--- src/rtl/i2cbs_pkg.sv ---
package i2cbs_pkg;
  localparam int ST_TXE = 0;
  localparam int ST_RXF = 1;
  localparam int ST_NAK = 2;
  localparam int ST_W   = 3;

  function automatic logic [ST_W-1:0] pack_status(input logic txe, input logic rxf,
                                                  input logic nak);
    logic [ST_W-1:0] s;
    s = '0;
    s[ST_TXE] = txe;
    s[ST_RXF] = rxf;
    s[ST_NAK] = nak;
    return s;
  endfunction

  // level of the trailing framing bit: low acknowledges, high refuses
  function automatic logic ack_slot_level(input logic ack_enable);
    return ~ack_enable;
  endfunction
endpackage

--- src/rtl/i2cbs_tx.sv ---
module i2cbs_tx #(
  parameter int DATA_W     = 8,
  parameter int FRAME_BITS = DATA_W + 2,
  parameter int CNT_W      = $clog2(FRAME_BITS + 1)
) (
  input  logic              clk,
  input  logic              rst_n,
  input  logic              shift_rise,
  input  logic              tx_load,
  input  logic [DATA_W-1:0] tx_byte,
  input  logic              ack_en,
  output logic              tx_empty,
  output logic              active,
  output logic [CNT_W-1:0]  rise_cnt,
  output logic              take,
  output logic              frame_end,
  output logic              sda_oe
);
  import i2cbs_pkg::*;

  localparam logic [CNT_W-1:0] LAST_RISE = CNT_W'(FRAME_BITS - 1);

  function automatic logic [FRAME_BITS-1:0] build_frame(input logic [DATA_W-1:0] d,
                                                        input logic ack);
    return {1'b0, d, ack_slot_level(ack)};
  endfunction

  logic [DATA_W-1:0]     buf_q;
  logic [FRAME_BITS-1:0] shreg;

  assign take      = !active && !tx_empty;
  assign frame_end = active && shift_rise && (rise_cnt == LAST_RISE);
  assign sda_oe    = active && !shreg[FRAME_BITS-1];

  always_ff @(posedge clk or negedge rst_n) begin
    if (!rst_n) begin
      buf_q    <= '0;
      tx_empty <= 1'b1;
      shreg    <= '1;
      active   <= 1'b0;
      rise_cnt <= '0;
    end else begin
      if (tx_load) begin
        buf_q    <= tx_byte;
        tx_empty <= 1'b0;
      end else if (take) begin
        tx_empty <= 1'b1;
      end

      if (take) begin
        shreg    <= build_frame(buf_q, ack_en);
        active   <= 1'b1;
        rise_cnt <= '0;
      end else if (active && shift_rise) begin
        shreg    <= {shreg[FRAME_BITS-2:0], 1'b1};
        rise_cnt <= rise_cnt + 1'b1;
        if (frame_end) active <= 1'b0;
      end
    end
  end
endmodule

--- src/rtl/i2cbs_rx.sv ---
module i2cbs_rx #(
  parameter int DATA_W     = 8,
  parameter int FRAME_BITS = DATA_W + 2,
  parameter int CNT_W      = $clog2(FRAME_BITS + 1)
) (
  input  logic              clk,
  input  logic              rst_n,
  input  logic              shift_fall,
  input  logic              active,
  input  logic [CNT_W-1:0]  rise_cnt,
  input  logic              take,
  input  logic              sda_in,
  input  logic              rx_read,
  input  logic              nak_clr,
  output logic [DATA_W-1:0] rx_hold,
  output logic              rx_full,
  output logic              nak,
  output logic              rx_done
);
  localparam logic [CNT_W-1:0] ACK_IDX = CNT_W'(DATA_W);

  logic [CNT_W-1:0]  smp_cnt;
  logic [DATA_W-1:0] rx_sh;
  logic              sample;

  // one sample per rise already seen; the start-bit phase has none
  assign sample  = active && shift_fall && (smp_cnt < rise_cnt);
  assign rx_done = sample && (smp_cnt == ACK_IDX);

  always_ff @(posedge clk or negedge rst_n) begin
    if (!rst_n) begin
      smp_cnt <= '0;
      rx_sh   <= '0;
      rx_hold <= '0;
      rx_full <= 1'b0;
      nak     <= 1'b0;
    end else begin
      if (take) begin
        smp_cnt <= '0;
      end else if (sample) begin
        smp_cnt <= smp_cnt + 1'b1;
        if (!rx_done) rx_sh <= {rx_sh[DATA_W-2:0], sda_in};
      end

      if (rx_done) begin
        rx_hold <= rx_sh;
        rx_full <= 1'b1;
      end else if (rx_read) begin
        rx_full <= 1'b0;
      end

      if (rx_done && sda_in) nak <= 1'b1;
      else if (nak_clr)      nak <= 1'b0;
    end
  end
endmodule

--- src/rtl/i2c_byte_shifter.sv ---
module i2c_byte_shifter #(
  parameter int DATA_W = 8
) (
  input  logic              clk,
  input  logic              rst_n,
  input  logic              shift_rise,
  input  logic              shift_fall,
  input  logic              tx_load,
  input  logic [DATA_W-1:0] tx_byte,
  input  logic              ack_en,
  input  logic              rx_read,
  input  logic              nak_clr,
  input  logic              sda_in,
  output logic              sda_oe,
  output logic [2:0]        status,
  output logic [DATA_W-1:0] rx_byte
);
  import i2cbs_pkg::*;

  localparam int FRAME_BITS = DATA_W + 2;
  localparam int CNT_W      = $clog2(FRAME_BITS + 1);

  // named internal events, visible to the bound checker
  logic             take_ev;
  logic             frame_end;
  logic             rx_done;
  logic             tx_active;
  logic [CNT_W-1:0] rise_cnt;
  logic             tx_empty;
  logic             rx_full;
  logic             nak;

  i2cbs_tx #(.DATA_W(DATA_W), .FRAME_BITS(FRAME_BITS), .CNT_W(CNT_W)) u_tx (
    .clk(clk), .rst_n(rst_n), .shift_rise(shift_rise), .tx_load(tx_load),
    .tx_byte(tx_byte), .ack_en(ack_en), .tx_empty(tx_empty), .active(tx_active),
    .rise_cnt(rise_cnt), .take(take_ev), .frame_end(frame_end), .sda_oe(sda_oe)
  );

  i2cbs_rx #(.DATA_W(DATA_W), .FRAME_BITS(FRAME_BITS), .CNT_W(CNT_W)) u_rx (
    .clk(clk), .rst_n(rst_n), .shift_fall(shift_fall), .active(tx_active),
    .rise_cnt(rise_cnt), .take(take_ev), .sda_in(sda_in), .rx_read(rx_read),
    .nak_clr(nak_clr), .rx_hold(rx_byte), .rx_full(rx_full), .nak(nak),
    .rx_done(rx_done)
  );

  assign status = pack_status(tx_empty, rx_full, nak);
endmodule

--- config.mk ---
export PLATFORM = sky130hd
export DESIGN_NAME = i2c_byte_shifter
export DESIGN_NICKNAME = d
export VERILOG_FILES = /design/src/rtl/i2cbs_pkg.sv /design/src/rtl/i2cbs_tx.sv /design/src/rtl/i2cbs_rx.sv /design/src/rtl/i2c_byte_shifter.sv
export SDC_FILE = /design/constraint.sdc
export NUM_CORES = 1
export LEC_CHECK = 0
export ABC_AREA = 1
export BUFFER_PORTS_ARGS = -buffer_cell sky130_fd_sc_hd__buf_2
export CAP_MARGIN = 25
export CORE_ASPECT_RATIO = 0.75
export CORE_MARGIN = 2
export CORE_UTILIZATION = 51
export DETAILED_ROUTE_END_ITERATION = 8
export PLACE_DENSITY = 0.75
export SYNTH_ARGS = -nofsm -noshare
export SYNTH_HDL_FRONTEND = slang
export SYNTH_SLANG_ARGS = --single-unit
export TNS_END_PERCENT = 30
--- constraint.sdc ---
create_clock -name clk -period 1.5 [get_ports clk]
set_input_delay 0.3 -clock clk [delete_from_list [all_inputs] [get_ports clk]]
set_output_delay 0.3 -clock clk [all_outputs]
set_load 0.02 [all_outputs]
# Word level (Yosys, flattened, before mapping)
# Cells that the tools add are included.
dict set report op_classes {
  addsub 2
  n_lt_le_gt_ge 1
  eq_ne 2
  n_mux 15
  bitwise_logic 3
  reduce_logical 19
}
# cell count
set op_table {}
lappend op_table {{2-to-1 mux 10 bit} 2}
lappend op_table {{2-to-1 mux 4 bit} 4}
lappend op_table {{nonzero test 2 bit} 6}
lappend op_table {{2-to-1 mux 1 bit} 9}
lappend op_table {{adder 4 x 1 -> 4 bit (second input constant)} 2}
lappend op_table {{== test 4 bit (second input constant)} 2}
lappend op_table {{logical AND 1 bit} 8}
lappend op_table {{< comparator 4 bit} 1}
lappend op_table {{zero test 1 bit} 3}
lappend op_table {{NOT 1 bit} 3}
lappend op_table {{AND reduction 3 bit} 1}
lappend op_table {{AND reduction 2 bit} 1}
dict set report word_totals {
  ff_bits 46
  word_cells 52
}

# Depth between registers and ports, before layout
# Gate-level depths: netlist (run 1).
dict set report logic_depth {
  depth_word 5
  ltp_mapped 9
  ltp_nobuf 9
}

# Cells and area by module
# From an unflattened synthesis (run 1), not the netlist that was laid out.
dict set report hier_totals {
  hier_cells 268
  hier_area_um2 2274.7
}
# module n_inst cells_each area_per_inst_um2 seq_area_each_um2
set modules_own_cells {}
lappend modules_own_cells {i2cbs_rx 1 129 1142.3 550.5}
lappend modules_own_cells {i2cbs_tx 1 136 1109.8 614.3}
lappend modules_own_cells {i2c_byte_shifter 1 3 22.5 0.0}

# Worst setup path before layout (run 1)
# OpenSTA, ideal clock, no wires.
dict set report synth_timing {
  kind {register to register}
  start {register u_tx.rise_cnt[3]}
  end {register u_rx.rx_hold[0]}
  setup_ps 117
  t_arrival_ps 1371
  required_ps 1383
  setup_slack_ps 12
  stages_incl_launch_ff 9
  n_path_buf 1
  synth_period_minus_slack_ps 1488
  cell_sequence {dfrtp_1 -> inv_1 -> ha_1 -> nand2_1 -> nor3b_2 -> buf_4 -> nand3_4 -> nand2_1 -> nand2_1}
}
dict set report synth_via {
  elab_chain_len 3
}
# item line
set synth_rtl {}
lappend synth_rtl {{start: declaration} i2cbs_tx.sv:14} ;# output logic [CNT_W-1:0] rise_cnt,
lappend synth_rtl {{start signal: assignment} i2cbs_tx.sv:56} ;# rise_cnt <= rise_cnt + 1'b1;
lappend synth_rtl {{< comparator 4 bit} i2cbs_rx.sv:27} ;# assign sample = active && shift_fall && (smp_cnt < rise_cnt);
lappend synth_rtl {{logical AND 1 bit} i2cbs_rx.sv:27}
lappend synth_rtl {{logical AND 1 bit} i2cbs_rx.sv:28} ;# assign rx_done = sample && (smp_cnt == ACK_IDX);
lappend synth_rtl {{end signal: assignment} i2cbs_rx.sv:46} ;# rx_hold <= rx_sh;
lappend synth_rtl {{end: declaration} i2cbs_rx.sv:15} ;# output logic [DATA_W-1:0] rx_hold,
# No other way between the ends.
# A chain may end at the register's enable or synchronous reset.

# Worst setup path after layout (run 1)
dict set report layout_timing {
  start {register u_tx.rise_cnt[3]}
  end {register u_rx.rx_hold[2]}
}
# Same word-level chain as after synthesis.

==> results by group, run 1 <==
Finish
  • Post-route cell area: 2749 um2
  • Fin cells: 336
  • Layout area overhead: 29.31%
  • # diodes: 0
  • Fraction of layout cells with a size suffix above 1: 34.88%
  • NumNets Final: 304

Worst setup path
  • CP Capture Type: flop
  • Arr. time, crit path: 1.84 ns
  • Critical path class: flop to flop
  • Req. time, crit path: 1.74 ns
  • Maximum fanout along the worst path: 4
  • Reg2Reg Capture Point: u_rx.rx_hold[2]
  • Startpoint class of the critical path: flop
  • Reg2reg setup slack: -0.10 ns
  • Worst-case reg-to-reg path depth: 9
  • Reg2reg start: u_tx.rise_cnt[3]
  • Setup crit end: u_rx.rx_hold[2]
  • Critical path startpoint: u_tx.rise_cnt[3]

Global route
  • Vias in the first global route: 1742
  • M3 GR Usage: 4.834%
  • Largest net degree at the start of global routing: 31
  • GRT Residual Overflow: 0
  • First-pass GRT wire length: 8121 um
  • All-Layer GR Usage: 22.91%
  • Initial antenna violation count: 0
  • M1 GR Usage: 30.39%
  • Busiest grt layer: met2
  • Met2 usage: 37.36%

STA
  • Setup Viol. Count Final: 12
  • Worst-Margin Slew: 0.3974 ns
  • Hold slack: 0.1369 ns
  • Setup TNS: -0.3242 ns
  • Max Transition Viols Final: 0
  • Clk_skew: 0.003703 ns
  • Final WS setup: -0.1020 ns
  • Final Hold Fails: 0
  • Highest Clock Rate: 0.6242 GHz
  • Period minus WS final: 1.602 ns
  • Fin crit share: 106.8%
  • Unrepaired setup endpoints after global routing: yes
  • Slew HR: 73.51%

Drt
  • Routed vias/inst: 5.390
  • Antenna-violating nets left: 0
  • WL/cell: 14.51 um
  • Vias: 1811
  • Drt drc: 0
  • 1st-iter DRT viols: 164
  • Drt total wl: 4877 um
  • Pre-antenna DRT Iters: 4

Floorplanning
  • Core Rows: 20
  • IO Pins: 29
  • Die area: 4706 um2
  • Initial Util: 52.76%
  • Die H: 59.91 um
  • Die W: 78.55 um
  • Core Region: 4029 um2

Power
  • Clock share of power: 13.1%
  • NetSw: 2.295 mW
  • Internal power: 3.357 mW
  • Switching Fraction: 40.60%
  • Maximum VDD drop: 1145 uV
  • PD cells: 2056 nW/um2
  • Reg power frac: 35.6%
  • Pleak: 1.415 nW
  • Comb pwr share: 51.3%

Logic synthesis
  • Post-synthesis sequential area ratio: 54.80%
  • Yosys reg bits: 46
  • Synth Net Count: 251
  • Mapped Area: 2126 um2
  • Synth Instances: 227
  • Syn avg cell area: 9.365 um2
  • Yosys warnings: 0
  • Unique masters post-synth: 21

CTS
  • Root buffer cell: clkbuf_8
  • H-Tree Depth: 2
  • Clock slew at reported path FFs: 0.08 ns
  • Sink Count: 46
  • Clock insertion delay at the later pin of the skew report: 0.30 ns
  • Bufs on Longest Clock Path: 2
  • CTS buffer count: 5
  • CTS tree: built

Placed design
  • GPL Wtd Cong: 0.8439
  • Hpwl dp: 3001 um
  • Setup WS pre-CTS: -0.1494 ns
  • Post-Place Cells: 319
  • Port Buffers: 28
  • Post-DP Area: 2466 um2

Job
  • MaxCap Viol Count: 0

Outcome
  • Status: finished with violations
  • Failing checks: negative setup slack

Worst hold path
  • Min-delay worst type: input port to flop
  • Hold path start: ack_en
-- cell type report --
class	count	area [um2]
inverters	25	93.84
clock buffers	6	72.57
well taps	55	68.82
repair buffers	58	470.5
flip-flops and latches	46	1165
fillers	285	1280
clock inverters	2	13.76
multi-input cells	144	864.6
-- stage by stage --
stage	utilization (%)	power (mW)
2_1_floorplan	-	3.438
3_3_place_gp	61.21	4.210
3_5_place_dp	61.21	4.305
4_1_cts	67.48	5.450
5_1_grt	68.23	6.059
6_report	68.23	5.652
-- worst max-delay path: stages, from the launching register on --
cell,delay [ns]
dfrtp_1,0.40
inv_2,0.07
ha_4,0.20
nand2_2,0.06
nor3b_4,0.21
buf_6,0.15
buf_12,0.12
buf_6,0.11
nand4_1,0.13
nand2_1,0.11
-- synthesized netlist by cell type --
| cell type | count | area share, % |
|---|---|---|
| nand3_1 | 8 | 1.9 |
| ha_1 | 7 | 4.1 |
| clkbuf_1 | 3 | 0.53 |
| buf_4 | 4 | 1.4 |
| nand4_1 | 20 | 5.9 |
| buf_2 | 6 | 1.4 |
| nor3b_2 | 1 | 0.59 |
| nand2_1 | 54 | 9.5 |
| o22ai_1 | 3 | 0.88 |
| dfrtp_1 | 35 | 41 |
| inv_1 | 23 | 4.1 |
| dfstp_2 | 11 | 14 |
| o21ai_0 | 25 | 5.9 |
| inv_2 | 2 | 0.35 |
| a21oi_1 | 4 | 0.94 |
| xnor2_1 | 1 | 0.41 |
| nor3_1 | 1 | 0.24 |
| mux2_2 | 8 | 4.2 |
| nand3_4 | 1 | 0.82 |
| nor2_1 | 9 | 1.6 |
| xor2_1 | 1 | 0.41 |
-- power by group through the flow --
stage / logic (mW) / registers (mW) / clock network (mW)
3_5_place_dp: 2.30 / 2.01 / 0
4_1_cts: 2.71 / 1.99 / 0.749
6_report: 2.90 / 2.01 / 0.740
3_3_place_gp: 2.22 / 1.99 / 0
5_1_grt: 3.20 / 2.06 / 0.801
2_1_floorplan: 1.37 / 2.07 / 0
-- registers in the layout (all words and copies together), names as in the netlist --
name,count
u_rx.rx_hold,8
u_tx.tx_empty,1
u_rx.rx_sh,8
u_rx.nak,1
u_rx.smp_cnt,4
u_tx.rise_cnt,4
u_tx.buf_q,8
u_tx.active,1
u_rx.rx_full,1
u_tx.shreg,10
-- per-layer routing --
layer,vias to the layer above,wire (um)
met4,0,115
met2,61,2349
li1,857,-
met5,-,0
met3,13,249
met1,880,2162
-- cells by family after synthesis --
kind of cell / after synthesis / synth area share [%]
xor gates and xnor gates: 2 / 0.8242
AOI/OAI and AO/OA: 32 / 7.711
adders and majority gates: 7 / 4.120
muxes: 8 / 4.238
and+or+nand+nor: 94 / 20.54
DFF: 46 / 54.80
buffers and inverters: 38 / 7.769
-- repair_timing --
action,in CTS,in global routing
buffers inserted,6,0
cloned,2,0
gates resized for setup,8,9
pin swaps,11,3
endpoints found under the hold margin,12,0
hold buffers,1,0
setup endpoints to repair,19,22
-- placed cells by master (no fill, tap or decap), drive strengths merged, types with 3 or more instances in the layout --
master | netlist | routed
nand2 | 54 | 54
o21ai | 25 | 25
nor2 | 9 | 9
ha | 7 | 7
dfstp | 11 | 11
clkbuf | 3 | 6
buf | 10 | 57
o22ai | 3 | 3
nand3 | 9 | 10
inv | 25 | 25
dfrtp | 35 | 35
mux2 | 8 | 8
a21oi | 4 | 4
nand4 | 20 | 20
-- worst min-delay path by stage --
stage | endpoint | slack [ns] | depth (start not counted)
floorplan | u_rx.nak | 0.004 | 0
global placement | u_tx.buf_q[2] | 0.24 | 1
detailed placement | u_tx.buf_q[3] | 0.25 | 1
CTS | u_tx.shreg[0] | 0.13 | 2
global route | u_tx.shreg[0] | 0.13 | 2
finish | u_tx.shreg[0] | 0.14 | 2
Power figures use the tool's default switching activity.
==> run 2, diff against run 1 <==
ABC_AREA = unset   (was 1)
CORE_UTILIZATION = 50   (was 51)
PLACE_DENSITY = 0.74   (was 0.75)
==> run 2 against run 1 <==
- the run still ends with negative setup slack left
- synthesized cell count fell by 26%
- first-iteration DRC count shrank 18%
- largest power group unchanged
- clock power up 24%
- global-route usage fell by 2.6 points
- total power rose by 0.65%
- sequential share of layout area hardly changed
==> results by group, run 2 <==
Drt
  • Drt drc: 0
  • Pre-antenna DRT Iters: 4
  • Vias: 1508
  • Routed vias/inst: 5.405
  • Drt total wl: 4614 um
  • Antenna-violating nets left: 0
  • 1st-iter DRT viols: 134
  • WL/cell: 16.54 um

Worst setup path
  • Maximum fanout along the worst path: 8
  • Reg2reg start: u_rx.smp_cnt[1]
  • Arr. time, crit path: 2.07 ns
  • CP Cell Sequence: buf_6 -> inv_4 -> ha_4 -> nand3b_1 -> buf_4 -> nor3b_4 -> buf_12 -> mux2_4
  • Critical path class: flop to flop
  • Critical path startpoint: u_rx.smp_cnt[1]
  • Startpoint class of the critical path: flop
  • Bufs and invs on worst path: 4
  • CP Capture Type: flop
  • Req. time, crit path: 1.68 ns
  • Worst-case reg-to-reg path depth: 8
  • Slowest stage delay, CP: 0.47 ns
  • CP Depth: 8
  • Worst path top cell family by delay: buffers and inverters
  • CP max stage cell: dfrtp_1

Power
  • Clock share of power: 16.2%
  • Total power: 5.689 mW
  • Internal power: 3.716 mW
  • Maximum VDD drop: 1048 uV
  • PD cells: 2068 nW/um2
  • Reg power frac: 36.5%
  • Switching Fraction: 34.69%
  • NetSw: 1.973 mW
  • Comb pwr share: 47.3%
  • Pleak: 1.294 nW

Logic synthesis
  • Unique masters post-synth: 35
  • Synth Instances: 169
  • Largest area contributor in the netlist: dfrtp_1
  • Most area-consuming cells after synthesis: dfrtp_1, dfstp_2, mux2_2
  • Synth Net Count: 193
  • Post-synth EDFFs: 0
  • Top cells by count, synth: dfrtp_1, mux2_2, nand2_1, nor2_1, dfstp_2
  • Count leader, synth: dfrtp_1
  • Post-synth top area share: 42.50%
  • Syn avg cell area: 12.19 um2
  • Yosys reg bits: 46
  • Mapped Area: 2061 um2
  • Post-synthesis sequential area ratio: 56.53%
  • Async set-reset flop share out of synthesis: 100.0%
  • Ys flop type: dfrtp_1
  • Yosys warnings: 0

CTS
  • CTS buffer count: 5
  • Bufs on Longest Clock Path: 2
  • Sink Count: 46
  • Clock slew at reported path FFs: 0.09 ns
  • Clock insertion delay at the later pin of the skew report: 0.30 ns
  • H-Tree Depth: 2
  • CTS tree: built
  • Root buffer cell: clkbuf_8

STA
  • Max Transition Viols Final: 0
  • Hold slack: 0.1369 ns
  • Clk_skew: 0.006243 ns
  • Fin crit share: 125.6%
  • Slew HR: 75.24%
  • Final WS setup: -0.3847 ns
  • Final Hold Fails: 0
  • Worst-Margin Slew: 0.3666 ns
  • Period minus WS final: 1.885 ns
  • Setup Viol. Count Final: 22
  • Unrepaired setup endpoints after global routing: yes
  • Highest Clock Rate: 0.5306 GHz

Finish
  • Layout area overhead: 33.52%
  • Fin cells: 279
  • # diodes: 0
  • Max FFs per register: 10
  • Largest reg by FF count: u_tx.shreg
  • NumNets Final: 247
  • Commonest non-fill, non-tap cell in the layout: dfrtp_1
  • Fraction of layout cells with a size suffix above 1: 51.34%
  • Most frequent cells in the layout: dfrtp_1, buf_2, nand2_1, buf_4, mux2_4

Job
  • MaxCap Viol Count: 0

Global route
  • All-Layer GR Usage: 20.29%
  • First-pass GRT wire length: 7141 um
  • Initial antenna violation count: 0
  • GRT Residual Overflow: 0
  • Largest net degree at the start of global routing: 47
  • Vias in the first global route: 1524

Worst hold path
  • Min-delay worst type: input port to flop
  • Hold path start: ack_en
  • Hold depth: 2

Floorplanning
  • Die H: 59.60 um
  • Initial Util: 51.47%
  • IO Pins: 29
  • Core Rows: 20
  • Core Region: 4004 um2
  • Die area: 4657 um2
  • Die W: 78.13 um

Placed design
  • Port Buffers: 28
  • GPL Wtd Cong: 0.8347
  • Hpwl dp: 2765 um
  • Setup WS pre-CTS: -0.3298 ns
  • Post-Place Cells: 265

Outcome
  • Failing checks: negative setup slack
  • Status: finished with violations
[run 2: cell type report]
type	count	area, um2
Fill cell	275	1252
Sequential cell	46	1165
Multi-Input combinational cell	106	948.4
Timing Repair Buffer	55	422.9
Clock buffer	6	72.57
Tap cell	55	68.82
Clock inverter	2	37.54
Inverter	9	36.28
[run 2: cells by family (layout without fill, tap and decap cells)]
group | count (synthesis) | in the layout | share of synthesized area (%)
simple gates | 49 | 49 | 12.69
fa+ha+maj | 7 | 7 | 4.250
mux | 26 | 26 | 14.15
compound gates | 24 | 24 | 8.380
flops | 46 | 46 | 56.53
buf+inv | 17 | 72 | 4.007
[run 2: metrics by stage]
stage | area (um2) | utilization [%] | TNS [ns]
CTS | 2648 | 66.13 | -5.137
finish | 2751 | 68.72 | -7.232
detailed placement | 2455 | 61.31 | -5.537
global route | 2751 | 68.72 | -8.314
global placement | 2455 | 61.31 | -4.340
floorplan | 2087 | - | -5.310
[run 2: power by group through the flow]
| stage | Sequential, mW | Clock [mW] | Combinational [mW] |
|---|---|---|---|
| final | 2.08 | 0.921 | 2.69 |
| after floorplan | 2.10 | 0 | 1.22 |
| after global routing | 2.13 | 0.986 | 2.88 |
| after detailed placement | 2.04 | 0 | 2.15 |
| after CTS | 2.04 | 0.936 | 2.44 |
| after global placement | 2.01 | 0 | 2.02 |
[run 2: worst paths after layout]
path,slack (ns),endpoint
worst min-delay path,0.14,u_tx.shreg[0]
worst max-delay path,-0.38,u_rx.rx_sh[3]
worst max register to register,-0.38,u_rx.rx_sh[3]
min in group asynchronous,0.51,u_rx.rx_hold[1]
worst min register to register,0.49,u_rx.rx_full
max in group asynchronous,0.72,u_tx.shreg[1]
[run 2: routing by layer]
layer  routed length, um  share of wire (%)  track usage (%)
met1                2136                 46            28.51
met2                2203                 48            29.19
met3                 164                3.6            4.878
met4                 110                2.4            11.28
met5                   0                  0                0
[run 2: repair_timing]
action	CTS	global route
pin swaps	6	5
gates resized for setup	18	12
endpoints found under the setup margin	22	23
gates cloned	0	1
hold buffers	1	0
hold endpoints to repair	35	0
setup buffers	0	4
